--- config.mk ---
export PLATFORM = sky130hd
export DESIGN_NAME = squash_ctrl
export DESIGN_NICKNAME = d
export VERILOG_FILES = /design/src/rtl/squash_pkg.sv /design/src/rtl/sq_ds_match.sv /design/src/rtl/sq_kill_gen.sv /design/src/rtl/sq_popcnt.sv /design/src/rtl/sq_pending.sv /design/src/rtl/squash_ctrl.sv
export SDC_FILE = /design/constraint.sdc
export NUM_CORES = 1
export LEC_CHECK = 0
export CAP_MARGIN = 0
export CORE_MARGIN = 10
export CORE_UTILIZATION = 36
export CTS_CLUSTER_SIZE = 12
export DETAILED_ROUTE_END_ITERATION = 8
export HOLD_SLACK_MARGIN = 0.12
export PLACE_DENSITY = 0.91
export SKIP_CTS_REPAIR_TIMING = 1
export SLEW_MARGIN = 20
export SYNTH_ARGS = -nofsm -noshare
export SYNTH_HDL_FRONTEND = slang
export SYNTH_HIERARCHICAL = 1
export SYNTH_SLANG_ARGS = --single-unit
export TNS_END_PERCENT = 1
--- constraint.sdc ---
create_clock -name clk_i -period 10.36 [get_ports clk_i]
set_input_delay 2.072 -clock clk_i [delete_from_list [all_inputs] [get_ports clk_i]]
set_output_delay 2.072 -clock clk_i [all_outputs]
set_load 0.05 [all_outputs]
--- src/rtl/squash_pkg.sv ---
package squash_pkg;
  typedef enum logic [1:0] {STG_F = 2'd0, STG_D = 2'd1, STG_I = 2'd2, STG_X0 = 2'd3} young_stage_e;
  localparam int unsigned N_YOUNG_STAGES = 4;
endpackage

--- src/rtl/sq_ds_match.sv ---
module sq_ds_match #(
  parameter int unsigned TAG_W   = 4,
  parameter int unsigned N_YOUNG = 4
) (
  input  logic [TAG_W-1:0]         br_tag_i,
  input  logic [N_YOUNG-1:0]       stg_valid_i,
  input  logic [N_YOUNG*TAG_W-1:0] stg_tag_i,
  output logic [N_YOUNG-1:0]       match_o,
  output logic                     found_o
);
  logic [TAG_W-1:0] ds_tag;
  assign ds_tag = br_tag_i + TAG_W'(1);

  for (genvar s = 0; s < N_YOUNG; s++) begin : g_stage
    assign match_o[s] = stg_valid_i[s] && (stg_tag_i[s*TAG_W +: TAG_W] == ds_tag);
  end

  assign found_o = |match_o;
endmodule

--- src/rtl/sq_kill_gen.sv ---
module sq_kill_gen #(
  parameter int unsigned N_YOUNG = 4,
  parameter bit          DS_EN   = 1'b1
) (
  input  logic               flush_en_i,
  input  logic [N_YOUNG-1:0] stg_valid_i,
  input  logic [N_YOUNG-1:0] ds_match_i,
  output logic [N_YOUNG-1:0] kill_o
);
  if (DS_EN) begin : g_ds
    assign kill_o = flush_en_i ? (stg_valid_i & ~ds_match_i) : '0;
  end else begin : g_nds
    assign kill_o = flush_en_i ? stg_valid_i : '0;
  end
endmodule

--- src/rtl/sq_popcnt.sv ---
module sq_popcnt #(
  parameter int unsigned N     = 4,
  localparam int unsigned CNT_W = $clog2(N + 1)
) (
  input  logic [N-1:0]     bits_i,
  output logic [CNT_W-1:0] cnt_o
);
  always_comb begin
    cnt_o = '0;
    for (int i = 0; i < N; i++) cnt_o = cnt_o + CNT_W'(bits_i[i]);
  end
endmodule

--- src/rtl/sq_pending.sv ---
module sq_pending #(
  parameter bit DS_EN = 1'b1
) (
  input  logic clk_i,
  input  logic rst_ni,
  input  logic mispredict_i,
  input  logic ds_found_i,
  input  logic fetch_i,
  output logic flush_en_o,
  output logic redirect_o,
  output logic pending_o
);
  logic pend_q, pend_d;

  always_comb begin
    flush_en_o = mispredict_i && !pend_q;
    redirect_o = (flush_en_o && (!DS_EN || ds_found_i || fetch_i)) || (pend_q && fetch_i);
    // hold redirect until the missing delay slot has been fetched
    if (pend_q) pend_d = !fetch_i;
    else        pend_d = DS_EN && flush_en_o && !ds_found_i && !fetch_i;
  end

  always_ff @(posedge clk_i or negedge rst_ni) begin
    if (!rst_ni) pend_q <= 1'b0;
    else         pend_q <= pend_d;
  end

  assign pending_o = pend_q;
endmodule

--- src/rtl/squash_ctrl.sv ---
module squash_ctrl #(
  parameter int unsigned TAG_W         = 4,
  parameter int unsigned N_YOUNG       = squash_pkg::N_YOUNG_STAGES,
  parameter bit          NO_DELAY_SLOT = 1'b0,
  localparam int unsigned CNT_W        = $clog2(N_YOUNG + 1)
) (
  input  logic                     clk_i,
  input  logic                     rst_ni,
  input  logic                     mispredict_i,
  input  logic [TAG_W-1:0]         br_tag_i,
  input  logic [N_YOUNG-1:0]       stg_valid_i,
  input  logic [N_YOUNG*TAG_W-1:0] stg_tag_i,
  input  logic                     fetch_i,
  output logic [N_YOUNG-1:0]       kill_o,
  output logic [CNT_W-1:0]         kill_cnt_o,
  output logic                     redirect_o,
  output logic                     ds_pending_o
);
  localparam bit DS_EN = !NO_DELAY_SLOT;

  logic [N_YOUNG-1:0] ds_match;
  logic               ds_found;
  logic               flush_en;

  sq_ds_match #(.TAG_W(TAG_W), .N_YOUNG(N_YOUNG)) u_match (
    .br_tag_i   (br_tag_i),
    .stg_valid_i(stg_valid_i),
    .stg_tag_i  (stg_tag_i),
    .match_o    (ds_match),
    .found_o    (ds_found)
  );

  sq_pending #(.DS_EN(DS_EN)) u_pend (
    .clk_i       (clk_i),
    .rst_ni      (rst_ni),
    .mispredict_i(mispredict_i),
    .ds_found_i  (ds_found),
    .fetch_i     (fetch_i),
    .flush_en_o  (flush_en),
    .redirect_o  (redirect_o),
    .pending_o   (ds_pending_o)
  );

  sq_kill_gen #(.N_YOUNG(N_YOUNG), .DS_EN(DS_EN)) u_kill (
    .flush_en_i (flush_en),
    .stg_valid_i(stg_valid_i),
    .ds_match_i (ds_match),
    .kill_o     (kill_o)
  );

  sq_popcnt #(.N(N_YOUNG)) u_cnt (
    .bits_i(kill_o),
    .cnt_o (kill_cnt_o)
  );
endmodule

# --- Word-level counts from Yosys, hierarchy flattened ---
# Index checks and enable logic that the tools add are counted.
totals:
  in_bits: 28
  word_cells: 28
  mem_bits_ro: 0
  out_inout_bits: 9
  mem_count: 0
  mem_bits_rw: 0
  latch_bits: 0
  ff_bits: 1
op_classes:
  addsub: 4
  magnitude_cmp: 0
  reduce_logical: 15
  mul: 0
  shifts: 0
  bitwise_logic: 2
  div_mod_pow: 0
  n_eq_ne: 4
  muxes: 2
ops:
  columns: ["cell", "n"]
  rows:
  - ["$eq 4x4->1", 4]
  - ["$logic_and 1x1->1", 9]
  - ["$add 3x1->3", 2]
  - ["$add 4x1->4 const B", 1]
  - ["$and 4x4->4", 1]
  - ["$mux 4", 1]
  - ["$not 4->4", 1]
  - ["$reduce_or 4->1", 1]
  - ["$logic_not 1->1", 3]
  - ["$add 1x1->2", 1]
  - ["$logic_or 1x1->1", 2]
  - ["$mux 1", 1]

# --- Depth between registers and ports, before layout ---
# Gate-level depths: netlist of the first run.
logic_depth:
  depth_word: 9
  mapped_depth: 12

# --- Cells and area by module ---
# The synthesis of the first run kept the hierarchy.
by_module_without_submodules:
  columns: ["mod", "cells_per_inst", "area_each_um2", "instances"]
  rows:
  - ["sq_ds_match", 35, 332.8, 1]
  - ["sq_pending", 7, 63.8, 1]
  - ["sq_popcnt", 8, 63.8, 1]
  - ["sq_kill_gen", 4, 35.0, 1]

# --- Worst setup path before layout of the first run ---
# Ideal clock, no wire load.
synth_path:
  kind: "in2out"
  startpoint: "input port br_tag_i[0]"
  endpoint: "output port kill_cnt_o[1]"
  setup_slack_ns: 3.495
  required_time_ns: 8.288
  n_path_buf: 1
  arrival_time_ns: 4.793
  stages: 12
  path_cell_list: "ha_1 -> clkbuf_2 -> xnor2_1 -> and3_1 -> nand3_1 -> inv_1 -> and3b_1 -> inv_1 -> fa_1 -> inv_1 -> ha_1 -> ha_1"
synth_between:
  elab_chain_len: 9
  elab_cells_between_ends: 15
  classes_between: "add/sub (4); eq/ne (4); mux (1); bitwise (2); reduce/logical (4)"
synth_lines:
  columns: ["element", "line", "source"]
  rows:
  - ["start, declared", "squash_ctrl.sv:10", "input logic [TAG_W-1:0] br_tag_i,"]
  - ["$add 4x1->4", "sq_ds_match.sv:12", "assign ds_tag = br_tag_i + TAG_W'(1);"]
  - ["$eq 4x4->1", "sq_ds_match.sv:15", "assign match_o[s] = stg_valid_i[s] && (stg_tag_i[s*TAG_W +: TAG_W] == ds_tag);"]
  - ["$logic_and 1x1->1", "sq_ds_match.sv:15", null]
  - ["net ds_match[1]", "squash_ctrl.sv:21", "logic [N_YOUNG-1:0] ds_match;"]
  - ["$not 4->4", "sq_kill_gen.sv:11", "assign kill_o = flush_en_i ? (stg_valid_i & ~ds_match_i) : '0;"]
  - ["$and 4x4->4", "sq_kill_gen.sv:11", null]
  - ["$mux 4", "sq_kill_gen.sv:11", null]
  - ["net kill_o[1]", "squash_ctrl.sv:14", "output logic [N_YOUNG-1:0] kill_o,"]
  - ["$add 1x1->2", "sq_popcnt.sv:10", "for (int i = 0; i < N; i++) cnt_o = cnt_o + CNT_W'(bits_i[i]);"]
  - ["$add 3x1->3 (2 in series)", "sq_popcnt.sv:10", null]
  - ["end, declared", "squash_ctrl.sv:15", "output logic [CNT_W-1:0] kill_cnt_o,"]
# The timed path passes the listed nets, and every way through them passes these cells.

# --- Worst setup path in the final report of the first run ---
layout_path:
  startpoint: "input port br_tag_i[0]"
  endpoint: "output port kill_cnt_o[1]"
layout_between:
  elab_chain_len: 9
  elab_cells_between_ends: 15
  classes_between: "add/sub (4); eq/ne (4); mux (1); bitwise (2); reduce/logical (4)"
layout_lines:
  columns: ["element", "line"]
  rows:
  - ["$add 4x1->4", "sq_ds_match.sv:12"]
  - ["$eq 4x4->1", "sq_ds_match.sv:15"]
  - ["$logic_and 1x1->1", "sq_ds_match.sv:15"]
  - ["net ds_match[1]", "squash_ctrl.sv:21"]
  - ["$not 4->4", "sq_kill_gen.sv:11"]
  - ["$and 4x4->4", "sq_kill_gen.sv:11"]
  - ["$mux 4", "sq_kill_gen.sv:11"]
  - ["$add 1x1->2", "sq_popcnt.sv:10"]
  - ["$add 3x1->3 (2 in series)", "sq_popcnt.sv:10"]
# The timed path passes the listed nets, and every way through them passes these cells.

==> impl_metrics.ini, run 1 <==
[synth]
yosys_warnings = 6
synth_edf_count = 0
synth_top_area_share_pct = 14.4
syn_avg_cell_area_um2 = 9.18
synthesis.area_um2 = 495
synthCells = 54
post-synth-top-count-cell = inv_1
synthTopCellsByCount = inv_1 (9), xor2_1 (8), xnor2_1 (5)
ys_types = 22
yosysTopAreaCell = xnor3_2
ys_ff_latch = 1
async_flop_share_pct = 100
synth_seq_area_share_pct = 5.05
ys.flop_type = dfrtp_1
synth_area_leaders = xnor3_2 (14%), xor2_1 (14%), xnor2_1 (8.8%)
syn-num-nets = 86

[critical_path]
crit_path_start_kind = primary input
reg2reg_depth = 2
reg2reg_slack_ns = 9.72
crit_type = in2out
setup.worst_path.end_class = output port
critPathArrivalTime_ns = 5.57
worstReg2RegEnd = u_pend/pending_o
worst-path-max-fanout = 6
r2r_start = u_pend/pending_o
crit_required_ns = 8.29

[hold_path]
min_path_type = reg2reg
min_path_cells = 2
holdPathEnd = u_pend/pending_o
hold_start = u_pend/pending_o

[sta]
max_freq_ghz = 0.131
finalCritPeriodShare_pct = 73.8
min_period_ns = 7.64
fin_skew_ns = 0
rsz0062_at_grt = false
slew_headroom_pct = 64.5
tightest_slew_ns = 0.530
final_hold_viol_count = 0
finalMaxSlewViolations = 0
fin_setup_tns_ns = 0
setup_viol = 0

[global_route]
grt_max_degree = 7
gr-max-usage-layer = met2
grt_pass1_wl_mm = 2.39
gr-usage-met1_pct = 10.0
antenna_found_initial = 0
grt.total_usage_pct = 8.33
grtUsageMet2_pct = 15.2
use_met3_pct = 2.21
grt_pass1_vias = 499
grt_overflow = 0

[detailed_routing]
wl_per_cell_um = 13.7
drcViolationCount = 0
drt_iter0_markers = 0
num_vias = 464
wl_mm = 1.40
dr.pass1.iters = 1
vias_per_cell = 4.55
ant_nets = 0

[finish]
syn_to_final_growth_pct = 71.0
final_area_um2 = 847
fillCellCount = 125
largest_reg_flops = 1
layout-drive-gt1-share_pct = 8.05
nNetsFinal = 121
n_antenna_cell = 0
final_cells = 102

[power]
power_leakage_nw = 0.410
power_mw = 0.0546
power_density_nw_per_um2 = 64.5
peakVddDrop_uv = 41.1

[status]
status = completed

[placed_design]
gp_congestion = 0.687
dpl_cell_area_um2 = 847
dp.cells = 102
port-buffer-count = 36
post-dp-hpwl_mm = 1.35

[die]
io_pins = 37
start_util_pct = 38.1
chipHeight_um = 57.1
die_area_um2 = 3260
die_x_um = 57.1
row_count = 13
core_um2 = 1300

[cts]
clk_pin_slew_ns = 0
insertion_delay_ns = 0

[flow_run]
drv_cap = 0
[where the power goes]
group / switching (mW) / total, mW / leakage, nW / internal (mW)
Sequential: 0.000492 / 0.00485 / 0.0126 / 0.00436
Clock: 0 / 0 / 0 / 0
Combinational: 0.0240 / 0.0498 / 0.398 / 0.0257
Total: 0.0245 / 0.0546 / 0.410 / 0.0301
[metal layers]
layer	vias up	share of wire [%]
met5	-	0
met4	0	0
met3	0	10
met2	25	49
met1	195	41
li1	244	-
[worst max-delay path, stage by stage]
cell and delay (ns):
clkdlybuf4s50_1 0.55, ha_1 0.44, xnor2_1 0.16, and3_1 0.18
nand3_1 0.10, inv_1 0.04, and3b_1 0.22, inv_1 0.06
fa_1 0.50, inv_1 0.04, ha_1 0.16, ha_1 0.27
clkdlybuf4s50_1 0.80
[stage by stage]
| step | setup WS (ns) | hold WS (ns) | utilization, % |
|---|---|---|---|
| floorplan | 3.50 | 0.769 | - |
| global placement | 2.73 | 0.547 | 65.1 |
| detailed placement | 2.67 | 0.571 | 65.1 |
| CTS | 2.67 | 0.571 | 65.1 |
| global route | 2.45 | 0.598 | 65.1 |
| finish | 2.72 | 0.571 | 65.1 |
[layout make-up]
class | instances | area (um^2) | share of cell area, %
Multi-Input combinational cell | 41 | 409 | 48.3
Timing Repair Buffer | 36 | 360 | 42.5
Inverter | 9 | 33.8 | 3.99
Sequential cell | 1 | 25.0 | 2.95
Tap cell | 15 | 18.8 | 2.22
[how the worst max path moves through the flow]
| stage | from | endpoint | slack (ns) | cells after the start |
|---|---|---|---|---|
| floorplan | br_tag_i[0] | kill_cnt_o[1] | 3.50 | 12 |
| global placement | br_tag_i[0] | kill_cnt_o[1] | 2.73 | 13 |
| detailed placement | br_tag_i[0] | kill_cnt_o[1] | 2.67 | 13 |
| CTS | br_tag_i[0] | kill_cnt_o[1] | 2.67 | 13 |
| global route | br_tag_i[0] | kill_cnt_o[1] | 2.45 | 13 |
| finish | br_tag_i[0] | kill_cnt_o[1] | 2.72 | 13 |
[cell usage in the layout, fill, tap and decap left out, drive strengths merged]
cell	synthesis	layout
nor2	1	1
and2b	1	1
clkdlybuf4s50	0	36
nor2b	1	1
nand2b	1	1
inv	9	9
dfrtp	1	1
xor2	8	8
fa	1	1
ha	3	3
nand4	1	1
xnor3	3	3
and3	4	4
nand3	3	3
o2111ai	1	1
and3b	4	4
o22a	1	1
a21oi	1	1
xnor2	7	7
[logic make-up after synthesis]
| kind of cell | after synthesis | synth area share (%) |
|---|---|---|
| flops | 1 | 5.05 |
| buf+inv | 12 | 12.4 |
| fa+ha+maj | 4 | 11.6 |
| compound gates | 3 | 4.55 |
| xor+xnor | 18 | 43.9 |
| simple gates | 16 | 22.5 |
Power figures use the tool's default switching activity.
==> run 2: changes to the inputs <==
--- a/config.mk
+++ b/config.mk
@@ -7,11 +7,11 @@
 export LEC_CHECK = 0
 export CAP_MARGIN = 0
 export CORE_MARGIN = 10
-export CORE_UTILIZATION = 36
+export CORE_UTILIZATION = 33
 export CTS_CLUSTER_SIZE = 12
 export DETAILED_ROUTE_END_ITERATION = 8
 export HOLD_SLACK_MARGIN = 0.12
-export PLACE_DENSITY = 0.91
+export PLACE_DENSITY = 0.84
 export SKIP_CTS_REPAIR_TIMING = 1
 export SLEW_MARGIN = 20
 export SYNTH_ARGS = -nofsm -noshare
==> constraint.sdc (replaced) <==
create_clock -name clk_i -period 7.6 [get_ports clk_i]
set_input_delay 1.52 -clock clk_i [delete_from_list [all_inputs] [get_ports clk_i]]
set_output_delay 1.52 -clock clk_i [all_outputs]
set_load 0.05 [all_outputs]
==> run 2 against run 1 <==
Net effect:
- utilization shrank 2.4 points
- worst hold slack lost 0.0040 ns
- clock skew is the same
- sequential power grew 34%
- power grew 37%
- final area is the same
- via count grew 1.7%
==> impl_metrics.ini, run 2 (same netlist as run 1, synthesis figures left out) <==
[power]
netSwitchingPower_mw = 0.0339
peakVddDrop_uv = 63.1
seq_power_share_pct = 8.7
p_comb_share_pct = 91.3
power_leakage_nw = 0.410
power_mw = 0.0750
p_sw_share_pct = 45.2
power_density_nw_per_um2 = 88.6
intPower_mw = 0.0411
clock_power_share_pct = 0

[finish]
mostFrequentLayoutCells = clkdlybuf4s50_1 (36), inv_1 (9), xor2_1 (8), xnor2_1 (5), and3b_1 (4)
n_antenna_cell = 0
final_common_cell = clkdlybuf4s50_1
layout-drive-gt1-share_pct = 8.05
fin_util_pct = 62.7
nNetsFinal = 121
largest_reg_flops = 1
syn_to_final_growth_pct = 71.0

[hold_path]
holdPathEnd = u_pend/pending_o
min_path_cells = 2
min_path_type = reg2reg
hold_start = u_pend/pending_o

[global_route]
antenna_found_initial = 0
grt_overflow = 0
grt.total_usage_pct = 8.42
grt_pass1_wl_mm = 2.44
grt_max_degree = 7
grt_pass1_vias = 543

[die]
die_x_um = 58.8
row_count = 13
start_util_pct = 36.7
io_pins = 37
die_area_um2 = 3450
core_um2 = 1350
chipHeight_um = 58.8

[placed_design]
post-dp-hpwl_mm = 1.41
gp_congestion = 0.771
port-buffer-count = 36
dp_worst_setup_slack_ns = 0.995

[detailed_routing]
wl_met2_um = 660
dr.pass1.iters = 3
vias_per_cell = 4.63
top_layer = met3
wl_per_cell_um = 14.3
drcViolationCount = 0
num_vias = 472
wl_mm = 1.46
ant_nets = 0
wl_met3_um = 169
m1WireLength_um = 632
drt_iter0_markers = 5

[sta]
finalMaxSlewViolations = 0
tightest_slew_ns = 0.507
slew_headroom_pct = 66.1
setup_viol = 0
final_hold_viol_count = 0
finalWorstSetupSlack_ns = 1.03
fin_skew_ns = 0
rsz0062_at_grt = false
fin_setup_tns_ns = 0
min_period_ns = 6.57
max_freq_ghz = 0.152
finalCritPeriodShare_pct = 86.5

[status]
status = completed

[critical_path]
crit_type = in2out
crit_top_cell = ha_1
crit_required_ns = 6.08
reg2reg_slack_ns = 6.96
worstReg2RegEnd = u_pend/pending_o
setup.worst_path.end_class = output port
critical_path_buf_inv_count = 4
critical-path-max-stage-delay_ns = 0.80
crit_family = buffers and inverters
critPathArrivalTime_ns = 5.05
worst-path-max-fanout = 6
reg2reg_depth = 2
worstPathCellList = clkdlybuf4s50_1 -> ha_1 -> xnor2_2 -> xor2_1 -> nand4_1 -> nor2_1 -> and3b_1 -> inv_1 -> fa_1 -> inv_1 -> ha_1 -> ha_1 -> clkdlybuf4s50_1
r2r_start = u_pend/pending_o
cp_num_cells = 13
crit_path_start_kind = primary input
slowest_stage = clkdlybuf4s50_1

[flow_run]
drv_cap = 0

[cts]
clk_pin_slew_ns = 0
insertion_delay_ns = 0
## run 2: layout make-up
cell class | count | area, um^2
fillers | 115 | 503
inverters | 9 | 33.8
multi-input cells | 41 | 409
flip-flops and latches | 1 | 25.0
well taps | 15 | 18.8
repair buffers | 36 | 360
## run 2: how the worst max path moves through the flow
stage	startpoint	end	slack, ns
floorplan	br_tag_i[0]	kill_cnt_o[1]	1.84
CTS	br_tag_i[0]	kill_cnt_o[1]	0.99
global route	br_tag_i[0]	kill_cnt_o[1]	0.80
detailed placement	br_tag_i[0]	kill_cnt_o[1]	0.99
finish	br_tag_i[0]	kill_cnt_o[1]	1.03
global placement	br_tag_i[0]	kill_cnt_o[1]	1.08
## run 2: stage by stage
stage                     cell area [um^2]  instances  hold WS (ns)
after floorplan                        495         54         0.769
after CTS                              847        102         0.568
after detailed placement               847        102         0.571
after global placement                 847        102         0.556
after global routing                   847        102         0.592
final                                  847        102         0.567
## run 2: power groups by stage
stage / registers, mW / logic (mW) / clock network, mW
CTS: 0.00650 / 0.0696 / 0
finish: 0.00650 / 0.0685 / 0
global route: 0.00660 / 0.0739 / 0
floorplan: 0.00830 / 0.0412 / 0
detailed placement: 0.00656 / 0.0693 / 0
global placement: 0.00648 / 0.0682 / 0
## run 2: worst reg2reg max path, cell delays in order, from the launching register on
cell and delay [ns]:
dfrtp_1 0.37, inv_1 0.06, a21oi_1 0.13
## run 2: routing by layer
layer / global-route usage (%) / vias up
met5: 0 / -
met4: 0 / 0
met3: 3.22 / 0
met2: 15.5 / 25
met1: 9.43 / 206
li1: - / 241
